--- src/rtl/wdt_pkg.sv ---
package wdt_pkg;
  localparam logic [31:0] RESTART_KEY = 32'h0000_4755;

  // word indices; byte offset = 4 * index
  localparam int RG_COUNT   = 0;
  localparam int RG_RELOAD  = 1;
  localparam int RG_RESTART = 2;
  localparam int RG_CTRL    = 3;
  localparam int RG_STATUS  = 4;
  localparam int RG_CLEAR   = 5;
  localparam int RG_WIDTH   = 6;
  localparam int RG_MASKLO  = 7;
  localparam int RG_MASKHI  = 8;

  // control bit positions
  localparam int CB_RUN   = 0;
  localparam int CB_RSTEN = 1;
  localparam int CB_TSEL  = 4;
  localparam int CB_MODE  = 5;
  localparam int CB_BOOT2 = 7;

  typedef struct packed {
    logic       boot2;
    logic [1:0] mode;
    logic       tick_sel;
    logic       rst_en;
    logic       run;
  } ctrl_t;
endpackage

--- src/rtl/wdt_regs.sv ---
module wdt_regs
  import wdt_pkg::*;
#(
  parameter int AW = 6,
  parameter int DW = 32
) (
  input  logic          clk,
  input  logic          rst_n,
  input  logic          wr,
  input  logic [AW-1:0] addr,
  input  logic [DW-1:0] wdata,
  input  logic          expire,
  input  logic          fire_rst,
  input  logic [DW-1:0] cnt,
  output logic [DW-1:0] rdata,
  output ctrl_t         ctrl,
  output logic [DW-1:0] reload,
  output logic [DW-1:0] width,
  output logic [2*DW-1:0] mask,
  output logic          restart_hit,
  output logic          timeout
);
  logic [DW-1:0] mask_lo, mask_hi;
  logic hit_reload, hit_restart, hit_ctrl, hit_clear, hit_width, hit_lo, hit_hi;

  assign hit_reload  = wr && (addr == AW'(RG_RELOAD * 4));
  assign hit_restart = wr && (addr == AW'(RG_RESTART * 4));
  assign hit_ctrl    = wr && (addr == AW'(RG_CTRL * 4));
  assign hit_clear   = wr && (addr == AW'(RG_CLEAR * 4));
  assign hit_width   = wr && (addr == AW'(RG_WIDTH * 4));
  assign hit_lo      = wr && (addr == AW'(RG_MASKLO * 4));
  assign hit_hi      = wr && (addr == AW'(RG_MASKHI * 4));

  assign restart_hit = hit_restart && (wdata == DW'(RESTART_KEY));
  assign mask        = {mask_hi, mask_lo};

  always_ff @(posedge clk or negedge rst_n) begin
    if (!rst_n) begin
      ctrl    <= '0;
      reload  <= '1;
      width   <= '0;
      mask_lo <= '0;
      mask_hi <= '0;
      timeout <= 1'b0;
    end else begin
      if (hit_reload) reload  <= wdata;
      if (hit_width)  width   <= wdata;
      if (hit_lo)     mask_lo <= wdata;
      if (hit_hi)     mask_hi <= wdata;
      if (hit_ctrl) begin
        ctrl.run      <= wdata[CB_RUN];
        ctrl.rst_en   <= wdata[CB_RSTEN];
        ctrl.tick_sel <= wdata[CB_TSEL];
        ctrl.mode     <= wdata[CB_MODE +: 2];
        ctrl.boot2    <= wdata[CB_BOOT2];
      end
      if (fire_rst) ctrl.run <= 1'b0;
      if (expire) timeout <= 1'b1;
      else if (hit_clear && wdata[0]) timeout <= 1'b0;
    end
  end

  always_comb begin
    rdata = '0;
    case (addr)
      AW'(RG_COUNT * 4):  rdata = cnt;
      AW'(RG_RELOAD * 4): rdata = reload;
      AW'(RG_CTRL * 4): begin
        rdata[CB_RUN]        = ctrl.run;
        rdata[CB_RSTEN]      = ctrl.rst_en;
        rdata[CB_TSEL]       = ctrl.tick_sel;
        rdata[CB_MODE +: 2]  = ctrl.mode;
        rdata[CB_BOOT2]      = ctrl.boot2;
      end
      AW'(RG_STATUS * 4): rdata[0] = timeout;
      AW'(RG_WIDTH * 4):  rdata = width;
      AW'(RG_MASKLO * 4): rdata = mask_lo;
      AW'(RG_MASKHI * 4): rdata = mask_hi;
      default:            rdata = '0;
    endcase
  end

  a_r7_self_clear: assert property (@(posedge clk) disable iff (!rst_n)
    fire_rst |=> !ctrl.run);
  a_r4_sticky: assert property (@(posedge clk) disable iff (!rst_n)
    timeout && !(hit_clear && wdata[0]) |=> timeout);
endmodule

--- src/rtl/wdt_counter.sv ---
module wdt_counter #(
  parameter int CW = 32
) (
  input  logic          clk,
  input  logic          rst_n,
  input  logic          run,
  input  logic          tick_sel,
  input  logic          tick,
  input  logic          restart,
  input  logic [CW-1:0] reload,
  output logic [CW-1:0] cnt,
  output logic          expire
);
  logic step;

  assign step   = run && (tick_sel ? tick : 1'b1);
  assign expire = step && !restart && (cnt == '0);

  always_ff @(posedge clk or negedge rst_n) begin
    if (!rst_n)          cnt <= '1;
    else if (restart)    cnt <= reload;
    else if (step)       cnt <= (cnt == '0) ? reload : cnt - 1'b1;
  end

  a_r2_key_load: assert property (@(posedge clk) disable iff (!rst_n)
    restart |=> cnt == $past(reload));
  a_r3_step_down: assert property (@(posedge clk) disable iff (!rst_n)
    step && !restart && cnt != '0 |=> cnt == $past(cnt) - 1'b1);
  a_r5_frozen: assert property (@(posedge clk) disable iff (!rst_n)
    !run && !restart |=> $stable(cnt));
endmodule

--- src/rtl/wdt_pulse.sv ---
module wdt_pulse #(
  parameter int WW = 32
) (
  input  logic          clk,
  input  logic          rst_n,
  input  logic          fire,
  input  logic [WW-1:0] width,
  input  logic [1:0]    mode_in,
  output logic          rst_out,
  output logic [1:0]    mode_out
);
  logic [WW-1:0] left;

  always_ff @(posedge clk or negedge rst_n) begin
    if (!rst_n) begin
      left     <= '0;
      mode_out <= '0;
    end else if (fire) begin
      left     <= (width == '0) ? WW'(1) : width;
      mode_out <= mode_in;
    end else if (left != '0) begin
      left <= left - 1'b1;
    end
  end

  assign rst_out = (left != '0);

  a_r6_fire_high: assert property (@(posedge clk) disable iff (!rst_n)
    fire |=> rst_out);
  a_r6_no_spurious: assert property (@(posedge clk) disable iff (!rst_n)
    !rst_out && !fire |=> !rst_out);
  a_r8_mode_hold: assert property (@(posedge clk) disable iff (!rst_n)
    !fire |=> $stable(mode_out));
endmodule

--- src/rtl/wdt_keyed_top.sv ---
module wdt_keyed_top
  import wdt_pkg::*;
#(
  parameter int AW = 6,
  parameter int DW = 32
) (
  input  logic            clk,
  input  logic            rst_n,
  input  logic            tick_1us,
  input  logic            bus_wr,
  input  logic [AW-1:0]   bus_addr,
  input  logic [DW-1:0]   bus_wdata,
  output logic [DW-1:0]   bus_rdata,
  output logic            wdt_rst,
  output logic [1:0]      wdt_rst_mode,
  output logic [2*DW-1:0] wdt_rst_mask,
  output logic            wdt_timeout
);
  localparam int MW = 2 * DW;

  ctrl_t         ctrl;
  logic [DW-1:0] reload, width, cnt;
  logic [MW-1:0] mask;
  logic          restart_hit, expire, fire_rst;

  assign fire_rst     = expire && ctrl.rst_en;
  assign wdt_rst_mask = mask;

  wdt_regs #(.AW(AW), .DW(DW)) u_regs (
    .clk(clk), .rst_n(rst_n), .wr(bus_wr), .addr(bus_addr), .wdata(bus_wdata),
    .expire(expire), .fire_rst(fire_rst), .cnt(cnt), .rdata(bus_rdata),
    .ctrl(ctrl), .reload(reload), .width(width), .mask(mask),
    .restart_hit(restart_hit), .timeout(wdt_timeout)
  );

  wdt_counter #(.CW(DW)) u_cnt (
    .clk(clk), .rst_n(rst_n), .run(ctrl.run), .tick_sel(ctrl.tick_sel),
    .tick(tick_1us), .restart(restart_hit), .reload(reload),
    .cnt(cnt), .expire(expire)
  );

  wdt_pulse #(.WW(DW)) u_pulse (
    .clk(clk), .rst_n(rst_n), .fire(fire_rst), .width(width),
    .mode_in(ctrl.mode), .rst_out(wdt_rst), .mode_out(wdt_rst_mode)
  );

  a_r4_expire_sets: assert property (@(posedge clk) disable iff (!rst_n)
    expire |=> wdt_timeout);
endmodule

--- config.mk ---
export PLATFORM = sky130hd
export DESIGN_NAME = wdt_keyed_top
export DESIGN_NICKNAME = d
export VERILOG_FILES = /design/src/rtl/wdt_pkg.sv /design/src/rtl/wdt_regs.sv /design/src/rtl/wdt_counter.sv /design/src/rtl/wdt_pulse.sv /design/src/rtl/wdt_keyed_top.sv
export SDC_FILE = /design/constraint.sdc
export NUM_CORES = 1
export LEC_CHECK = 0
export CORE_MARGIN = 2
export CORE_UTILIZATION = 30
export DETAILED_ROUTE_END_ITERATION = 12
export PLACE_DENSITY = 0.53
export SYNTH_ARGS = -nofsm -noshare
export SYNTH_HDL_FRONTEND = slang
export SYNTH_SLANG_ARGS = --single-unit
export TNS_END_PERCENT = 1
--- constraint.sdc ---
create_clock -name clk -period 5 [get_ports clk]
set_clock_uncertainty 0.15 [all_clocks]
set_input_delay 1.5 -clock clk [delete_from_list [all_inputs] [get_ports clk]]
set_output_delay 1.5 -clock clk [all_outputs]
set_load 0.02 [all_outputs]
==> results.md, run 1 <==
* Worst hold-check path type: flop to flop
* Hold EP: u_pulse.mode_out[0]
* CP top delay family: buffers and inverters
* Fin. Hold Viols at 0
* R2R Setup Slk at between 1.5 and 2 ns
* Drt via density at roughly 5.5
* Register area at slightly above 5000 sq um
* Htree depth at 1
* Sequential-to-total area share from yosys stat at between 40% and 50%
* Status: completed
* Worst vdd ir at 0.000210 V
* Initial antenna violation count at 0
* Slack of the critical path at 0.112 ns
* Die area at approximately 36000 sq um
* Yosys cell types at 66
* Layout area overhead at 31.8%
* Kind of critical path: primary input to output port
* Area of the multi-input gates at ~5000 sq um
* Yosys top cell area share at around a third
* Sequential Power Share at 42.4%
* Layout cells sized above 1 at 31.4%
* Worst Hold Depth at 2
* CP max stage delay at roughly 0.52 ns
* Logic pwr share at about a fifth
* Final-report setup violation count at 0
* RSZ-0062 raised after global routing: false
* Net count, final at between 1000 and 1500
* Die width at approximately 190 um
* Period utilization at a little over nine tenths
* Die height at 190 um
* All-Layer GR Usage at 20.7%
* Max-cap violations at 0
* Critical path's slowest cell: clkdlybuf4s50_1
* Syn_nets at between 1000 and 1500
* Initial core utilization at a little over 30%
* Worst r2r src: u_cnt.cnt[4]
* R2r endpoint: u_pulse.left[15]
* Worst skew pair latency at 0.53 ns
* Syn Area/Cell at 10.7 sq um
* Vias in the first global route at 8706
* Hold buffer count at cts at 0
* Pins Over Slew Limit at 0
* Via count at 8882
* Largest fanout on the critical path at 10
* TritonCTS clock tree: yes
* Crit. End Element: output port
* Clock tree buffer depth at 3
* Top FF cell, synth: dfrtp_1
* Static Leak at ~5.9 nW
* Row count at 68
* YS warnings at 0
* Final min period at approximately 5 ns
* Cells along the critical path: clkdlybuf4s50_1 > inv_1 > or2_2 > nor2_2 > buf_6 > a222oi_1 > nand2_1 > clkdlybuf4s15_2
* CTS root buf: clkbuf_16
* Commonest non-fill, non-tap cell in the layout: dfrtp_1
* CP Data Required Time at roughly 3.4 ns
* Antenna viol nets, final at 0
* Synth Instances at about 970
* FF-to-FF path depth at 6
* Largest cells by area after synthesis: dfrtp_1 33%, dfstp_2 16%, mux2_2 15%, nand2_1 4.0%, mux2i_1 3.1%
* # IOs at ~140
* Post-DP HPWL at about 28000 um
* Diodes inserted at 0
* Register bit total from synthesis at approximately 200
* Ys async rst share at 100%
* CP bufs+invs at 4
* DRC viols at 0
* Sink Count at between 200 and 250
* P_int at around 3.6 mW
* Final Power at approximately 5.2 mW
* Filler cells at roughly 3300
* Largest area contributor in the netlist: dfrtp_1
* Commonest non-fill, non-tap cells in the layout: 137 x dfrtp_1, 136 x mux2_2, 111 x nand2_1, 103 x clkdlybuf4s50_1, 65 x buf_4
* Worst-Margin Slew at 0.944 ns
* Cell Area, Synth at 10400 sq um
* Routability cong. at between 0.9 and 1
* Switching share of power at between 30% and 40%
* Clock-pin slew on the worst setup and hold paths at approximately 0.060 ns
* Crit path launch type: primary input
* GRT overflow at 0
* Worst slew margin at a little over a third
* CTS buffer count at 24
* Hold Path Origin: u_pulse.mode_out[0]
* DR pass1 iterations at 5
* Initial DRC Count at around 950
* Port Buffers at around 140
* First-pass GRT wire length at ~56000 um
* Largest net degree at the start of global routing at 94
* EDFF count, synth at 0
* Fmax achieved at approximately 200 MHz
* NetSw at around 1.6 mW
* Core area at 34300 sq um
* Pre-CTS setup slack at -0.537 ns
* Drt wl/cell at approximately 23 um
* Critical Path AT at around 3.2 ns
* Total Wirelength at ~38000 um
* Pwr dens at 383 nW/um^2
* Clock power share at a little under two fifths
==> what timing repair did <==
item / 4_1_cts / 5_1_grt
pin swaps: 1 / 2
gates resized for setup: 143 / 14
buffers inserted: 0 / 3
cloned: 0 / 2
endpoints found under the setup margin: 32 / 30
==> power by group through the flow <==
stage          sequential [mW]  clock (mW)  combinational (mW)
6_report                  2.22        1.99                1.03
5_1_grt                   2.25        2.09                1.11
4_1_cts                   2.21        2.02                1.01
3_5_place_dp              2.24           0                1.01
3_3_place_gp              2.23           0                1.01
2_1_floorplan             2.19           0               0.475
==> final cells by class <==
type / instances / share of cell area, %
timing repair buffer: 212 / 14.9
tap: 455 / 4.16
clock inverter: 13 / 1.54
multi-input combinational: 700 / 36.7
inverter: 9 / 0.247
sequential: 201 / 37.4
clock buffer: 31 / 5.11
==> how the worst max path moves through the flow <==
| stage | slack (ns) | cells past startpoint | startpoint | endpoint |
|---|---|---|---|---|
| after global routing | 0.03 | 8 | bus_addr[4] | bus_rdata[0] |
| after CTS | -0.05 | 7 | bus_addr[0] | bus_rdata[12] |
| after global placement | -0.51 | 10 | bus_addr[1] | bus_rdata[20] |
| after detailed placement | -0.54 | 10 | bus_addr[1] | bus_rdata[13] |
| after floorplan | 0.40 | 6 | bus_addr[1] | bus_rdata[15] |
| final | 0.11 | 8 | bus_addr[4] | bus_rdata[0] |
==> worst reg2reg max path: stages, from the launching register on <==
cell	delay, ns
dfstp_2	0.40
nor4_2	0.53
nand3b_1	0.35
nor4_1	0.76
and4_4	0.64
nor3_1	0.11
a21o_1	0.16
==> flip-flops by register name (all words and copies together), names as in the netlist <==
register / cells
u_regs.ctrl: 6
u_regs.mask_hi: 32
u_regs.timeout: 1
u_cnt.cnt: 32
u_regs.width: 32
u_pulse.mode_out: 2
u_regs.reload: 32
u_pulse.left: 32
u_regs.mask_lo: 32
==> cells in the mapped netlist, types with 4 or more instances <==
cell / count
inv_1: 9
a22oi_1: 7
mux2i_1: 32
a222oi_1: 6
nand2_1: 111
o31ai_1: 6
or2_2: 4
nand3_1: 37
dfstp_2: 64
ha_1: 4
dfrtp_1: 137
o21ai_0: 51
nor2_1: 61
nor4_1: 28
o211ai_1: 5
nor3_1: 32
clkbuf_1: 28
or3_1: 18
a221o_1: 28
buf_1: 11
o41ai_1: 6
nand4_1: 10
a21o_1: 6
or4_1: 7
xor2_1: 16
xnor2_1: 10
a31oi_1: 9
mux2_2: 136
buf_2: 13
a21oi_1: 11
==> cell families after synthesis <==
logic type      count (synthesis)  synth area share (%)
mux                           169                  18.0
fa+ha+maj                       4                 0.482
compound gates                163                  11.3
flops                         201                  49.3
buf+inv                        64                  2.69
simple gates                  338                  16.1
xor+xnor                       26                  2.20
==> routing by layer <==
layer / global-route usage (%) / wire (um) / up-vias
met5: 0 / 0 / -
met4: 4.86 / 815 / 0
met3: 3.47 / 2600 / 60
met2: 32.6 / 17300 / 321
met1: 29.7 / 17200 / 4517
li1: - / - / 3984
==> stage by stage <==
stage | util [%] | area [sq um] | TNS, ns | hold WS, ns | cells
floorplan | - | 10400 | 0 | 0.311 | 965
global placement | 37.1 | 12700 | -14.02 | 0.345 | 1572
detailed placement | 37.1 | 12700 | -14.80 | 0.351 | 1572
CTS | 39.5 | 13600 | -0.280 | 0.358 | 1616
global route | 39.9 | 13700 | 0 | 0.389 | 1621
finish | 39.9 | 13700 | 0 | 0.347 | 1621
Power figures use the tool's default switching activity.
==> run 2, diff against run 1 <==
--- a/config.mk
+++ b/config.mk
@@ -9,6 +9,7 @@
 export CORE_UTILIZATION = 30
 export DETAILED_ROUTE_END_ITERATION = 12
 export PLACE_DENSITY = 0.53
+export SKIP_LAST_GASP = 1
 export SYNTH_ARGS = -nofsm -noshare
 export SYNTH_HDL_FRONTEND = slang
 export SYNTH_SLANG_ARGS = --single-unit
==> run 2 against run 1 <==
The flow now finishes with violations (negative setup slack); utilization down 0.11 points; total power about the same; non-clock buffer count down 2; register-to-register slack worse by 0.02 ns; worst hold slack worse by 0.00052 ns; die area unchanged.
==> results.md, run 2 (synthesized netlist as in run 1, its figures left out) <==
* CP Data Required Time at about 3.4 ns
* Crit path launch type: primary input
* Fmax achieved at ~200 MHz
* Drt wl/cell at ~23 um
* TritonCTS clock tree: yes
* Initial DRC Count at 1014
* Largest fanout on the critical path at 15
* Static Leak at slightly below 6 nW
* GRT overflow at 0
* Worst hold-check path type: flop to flop
* Fin. Hold Viols at 0
* First-pass GRT wire length at ~56000 um
* CTS buffer count at 24
* Final-report setup violation count at 30
* Pins Over Slew Limit at 0
* Vias in the first global route at 8700
* CP bufs+invs at 5
* DP Cell Count at between 1500 and 2000
* Row count at between 60 and 70
* Period utilization at 102%
* Total Wirelength at roughly 38000 um
* CP max stage delay at ~0.43 ns
* Clock tree buffer depth at 3
* # IOs at between 100 and 150
* Layout cells sized above 1 at roughly a third
* Worst slew margin at between 30% and 40%
* CP top delay family: buffers and inverters
* Kind of critical path: primary input to output port
* Crit. End Element: output port
* Final min period at just over 5 ns
* Max-cap violations at 0
* Util after Layout at 39.8%
* Worst vdd ir at between 0.0002 and 0.00025 V
* Initial core utilization at between 30 and 40%
* Finished Layout Cells at roughly 1600
* Layout area overhead at 31.5%
* Cells along the critical path: clkdlybuf4s50_1 > or3_4 > buf_6 > nor3_4 > buf_6 > buf_12 > a22oi_1 > nand2_1 > clkdlybuf4s15_2
* Final Hold Slack at 0.347 ns
* Status: finished with violations
* Htree depth at 1
* Port Buffers at 141
* RSZ-0062 raised after global routing: true
* Critical path's slowest cell: clkdlybuf4s50_1
* Die area at between 30000 and 40000 sq um
* Sink Count at about 200
* Commonest non-fill, non-tap cells in the layout: 137 x dfrtp_1, 136 x mux2_2, 111 x nand2_1, 107 x clkdlybuf4s50_1, 65 x buf_4
* Die height at approximately 190 um
* Cell mode on critical path: buf_6
* Diodes inserted at 0
* Worst-Margin Slew at about 0.94 ns
* Worst skew pair latency at roughly 0.53 ns
* Critical Path AT at 3.43 ns
* Drt via density at between 5 and 6
* Initial antenna violation count at 0
* DR pass1 iterations at 5
* Routability cong. at around 0.98
* Largest net degree at the start of global routing at 94
* CTS root buf: clkbuf_16
* Final Power at 5.23 mW
* DRC viols at 0
* Slack of the critical path at -0.0843 ns
* All-Layer GR Usage at 20.7%
* Pwr dens at approximately 380 nW/um^2
* Clock-pin slew on the worst setup and hold paths at 0.06 ns
* Core area at 34300 sq um
* Via count at ~9000
* Pre-CTS setup slack at -0.537 ns
* Post-DP HPWL at 27900 um
* Die width at about 190 um
* Failing checks: negative setup slack
* Antenna viol nets, final at 0
* Commonest non-fill, non-tap cell in the layout: dfrtp_1
* Net count, final at about 1200
-- run 2: cell types whose count changed in the layout (fill, tap and decap cells not counted) --
| cell | change |
|---|---|
| buf_12 | -2 |
| buf_2 | -2 |
| buf_6 | -4 |
| clkbuf_2 | +1 |
| clkdlybuf4s15_2 | +5 |
| clkdlybuf4s50_1 | +4 |
| dlygate4sd2_1 | -1 |
| dlymetal6s2s_1 | -3 |
| o21ai_1 | -1 |
| o21ai_2 | +1 |
-- run 2: final cells by class --
class / count / area [sq um]
inverter: 9 / 33.8
timing repair buffer: 210 / 1990
multi-input combinational: 700 / 5020
clock inverter: 13 / 210
tap: 455 / 569
sequential: 201 / 5110
clock buffer: 31 / 698
fill: 3324 / 20700
-- run 2: metrics by stage --
| stage | instance area [sq um] | setup TNS [ns] |
|---|---|---|
| floorplan | 10400 | 0 |
| global placement | 12700 | -14.02 |
| detailed placement | 12700 | -14.80 |
| CTS | 13500 | -1.81 |
| global route | 13600 | -3.88 |
| finish | 13600 | -1.62 |
-- run 2: path summary, 6_finish.rpt --
check	slack, ns	endpoint	startpoint	cells after the start
max in group asynchronous	2.85	u_regs.reload[30]	rst_n	2
min in group asynchronous	0.89	u_pulse.mode_out[0]	rst_n	1
worst max register to register	1.77	u_pulse.left[15]	u_cnt.cnt[4]	6
worst min register to register	0.35	u_pulse.mode_out[0]	u_pulse.mode_out[0]	2
worst max-delay path	-0.08	bus_rdata[1]	bus_addr[1]	9
worst min-delay path	0.35	u_pulse.mode_out[0]	u_pulse.mode_out[0]	2
-- run 2: report_power, final --
part | switching [mW] | internal, mW
Sequential | 0.294 | 1.92
Combinational | 0.554 | 0.470
Clock | 0.738 | 1.25
-- run 2: worst register-to-register path, cell delays in order, from the launching register on --
cell and delay (ns):
dfstp_2 0.40, nor4_2 0.53, nand3b_1 0.35, nor4_1 0.78
and4_4 0.64, nor3_1 0.11, a21o_1 0.16
-- run 2: timing repair --
item                       4_1_cts  5_1_grt
hold buffers                     0        0
setup endpoints to repair       32       32
pin swaps                        0        1
setup buffers                    0        1
gates cloned                     0        2
resized for setup              115       25
-- run 2: layer usage --
metal / GRT usage, % / wire length [um] / part of all wire, %
met1: 29.6 / 16800 / 44
met2: 32.6 / 17300 / 46
met3: 3.49 / 2920 / 7.7
met4: 4.86 / 923 / 2.4
met5: 0 / 0 / 0
==> run 3, diff against run 2 <==
--- a/config.mk
+++ b/config.mk
@@ -8,6 +8,7 @@
 export CORE_MARGIN = 2
 export CORE_UTILIZATION = 30
 export DETAILED_ROUTE_END_ITERATION = 12
+export GPL_ROUTABILITY_DRIVEN = 0
 export PLACE_DENSITY = 0.53
 export SKIP_LAST_GASP = 1
 export SYNTH_ARGS = -nofsm -noshare
==> run 3 against run 2 <==
The flow now finishes without violations; combinational power barely moved; sequential share of layout area fell by 0.062 points; utilization rose by 0.066 points; global-route usage rose by 0.35 points; critical path depth fell by 2; sequential cell count did not move; register-to-register slack got worse by 0.02 ns; total power fell by 0.47%; via count fell by 1.1%; worst hold slack got worse by 0.029 ns; first-iteration DRC count fell by 25%; die area did not move.
==> results.md, run 3 (synthesized netlist as in run 1, its figures left out) <==
* Commonest non-fill, non-tap cells in the layout: 137 x dfrtp_1, 136 x mux2_2, 111 x nand2_1, 103 x clkdlybuf4s50_1, 68 x buf_4
* Net count, final at around 1200
* P_int at 3.63 mW
* DRC viols at 0
* Clock power share at 37.7%
* Filler cells at 3331
* Row count at 68
* Crit path launch type: primary input
* Vias in the first global route at around 8600
* Area of the multi-input gates at approximately 5000 sq um
* Cells along the critical path: dlygate4sd2_1 > or3_4 > or3_1 > buf_12 > o21ai_0 > a221o_1 > clkdlybuf4s15_2
* Max-cap violations at 0
* CP top delay family: simple AND/OR/NAND/NOR gates
* GRT overflow at 0
* Worst slew margin at 41.1%
* Initial antenna violation count at 0
* Critical Path AT at between 3 and 4 ns
* CP max stage delay at about 0.37 ns
* Die width at approximately 190 um
* Fin. Hold Viols at 0
* Crit. End Element: output port
* Final Power at approximately 5.2 mW
* Core area at between 30000 and 40000 sq um
* Final-report setup violation count at 0
* NetSw at roughly 1.6 mW
* Pwr dens at 381 nW/um^2
* Critical path's slowest cell: or3_4
* Static Leak at about 6 nW
* Post-DP HPWL at approximately 28000 um
* RSZ-0062 raised after global routing: true
* Die area at approximately 36000 sq um
* Fin Setup TNS at 0 ns
* Worst skew pair latency at 0.53 ns
* Finished Layout Cells at 1622
* Antenna viol nets, final at 0
* # IOs at 142
* Period utilization at approximately 98%
* Commonest non-fill, non-tap cell in the layout: dfrtp_1
* Kind of critical path: primary input to output port
* Htree depth at 1
* First-pass GRT wire length at between 50000 and 60000 um
* Via count at approximately 8800
* Hold buffer count at cts at 0
* Register area at slightly above 5000 sq um
* All-Layer GR Usage at 21.0%
* DP Cell Count at 1574
* Largest fanout on the critical path at 26
* Initial DRC Count at between 700 and 800
* Status: completed
* Worst hold-check path type: flop to flop
* Slack of the critical path at approximately 0.084 ns
* Die height at about 190 um
* Worst vdd ir at 0.000269 V
* Initial core utilization at a little under a third
* Logic pwr share at around 20%
* Layout area overhead at 31.7%
* Port Buffers at roughly 140
* DR pass1 iterations at 5
* Drt via density at approximately 5.4
* Sequential Power Share at 42.7%
* CTS root buf: clkbuf_16
* Largest net degree at the start of global routing at 76
* Switching share of power at between 30% and 40%
* CP bufs+invs at 3
* Pins Over Slew Limit at 0
* Pre-CTS setup slack at -0.524 ns
* Sink Count at around 200
* Worst-Margin Slew at between 0.8 and 0.9 ns
* Clock-pin slew on the worst setup and hold paths at 0.06 ns
* Fmax achieved at roughly 200 MHz
* Clock tree buffer depth at 3
* Layout cells sized above 1 at between 30 and 40%
* CP Data Required Time at between 3 and 4 ns
* CTS buffer count at 24
* Total Wirelength at approximately 38000 um
* Final min period at ~5 ns
* TritonCTS clock tree: yes
* Drt wl/cell at between 20 and 25 um
[run 3: changes by cell type in the layout (fill, tap and decap cells not counted), moves of 3 or more]
cell,previous run,this run
clkinv_2,0,5
clkdlybuf4s15_2,8,18
buf_2,14,6
clkdlybuf4s50_1,107,103
buf_4,65,68
dlygate4sd2_1,0,3
clkinvlp_4,4,1
o21ai_1,7,11
[run 3: per-layer routing]
metal	vias to the layer above	track usage, %	wire length [um]
met3	45	4.56	3080
met5	-	0	0
li1	3959	-	-
met1	4441	30.1	17200
met2	341	32.6	17200
met4	0	4.35	688
[run 3: final timing paths]
path | start | end | slack [ns] | cells after the start
max | bus_addr[0] | bus_rdata[18] | 0.08 | 7
min | u_pulse.mode_out[1] | u_pulse.mode_out[1] | 0.32 | 2
max reg2reg | u_cnt.cnt[4] | u_cnt.cnt[31] | 1.75 | 6
min reg2reg | u_pulse.mode_out[1] | u_pulse.mode_out[1] | 0.32 | 2
max in group asynchronous | rst_n | u_cnt.cnt[0] | 2.89 | 2
min in group asynchronous | rst_n | u_pulse.mode_out[1] | 0.86 | 1
[run 3: final cells by class]
type | count | area share, %
Clock inverter | 11 | 1.34
Antenna cell | 1 | 0.0183
Multi-Input combinational cell | 700 | 36.7
Timing Repair Buffer | 212 | 15.0
Tap cell | 455 | 4.17
Sequential cell | 201 | 37.4
Inverter | 9 | 0.247
Clock buffer | 33 | 5.17
[run 3: worst register-to-register path: cells and delay by family, from the launching register on]
family / cells / cell delay (ns)
and+or+nand+nor: 3 / 1.66
AOI/OAI and AO/OA: 2 / 0.69
DFF: 1 / 0.39
buffers and inverters: 1 / 0.29
[run 3: what timing repair did]
item / CTS / global route
pin swaps: 2 / 2
endpoints found under the setup margin: 32 / 32
resized for setup: 131 / 9
buffers inserted: 1 / 0
gates cloned: 2 / 0
[run 3: power by group through the flow]
stage / Sequential (mW) / Combinational [mW] / Clock [mW]
after detailed placement: 2.24 / 1.01 / 0
after global routing: 2.25 / 1.09 / 2.06
after floorplan: 2.19 / 0.475 / 0
final: 2.22 / 1.02 / 1.96
after CTS: 2.22 / 1.01 / 1.99
after global placement: 2.24 / 1.01 / 0
[run 3: per-stage QoR]
stage / area (sq um) / hold WS (ns) / util, %
floorplan: 10400 / 0.311 / -
global placement: 12700 / 0.310 / 37.1
detailed placement: 12700 / 0.310 / 37.1
CTS: 13600 / 0.324 / 39.8
global route: 13700 / 0.349 / 39.8
finish: 13700 / 0.318 / 39.8
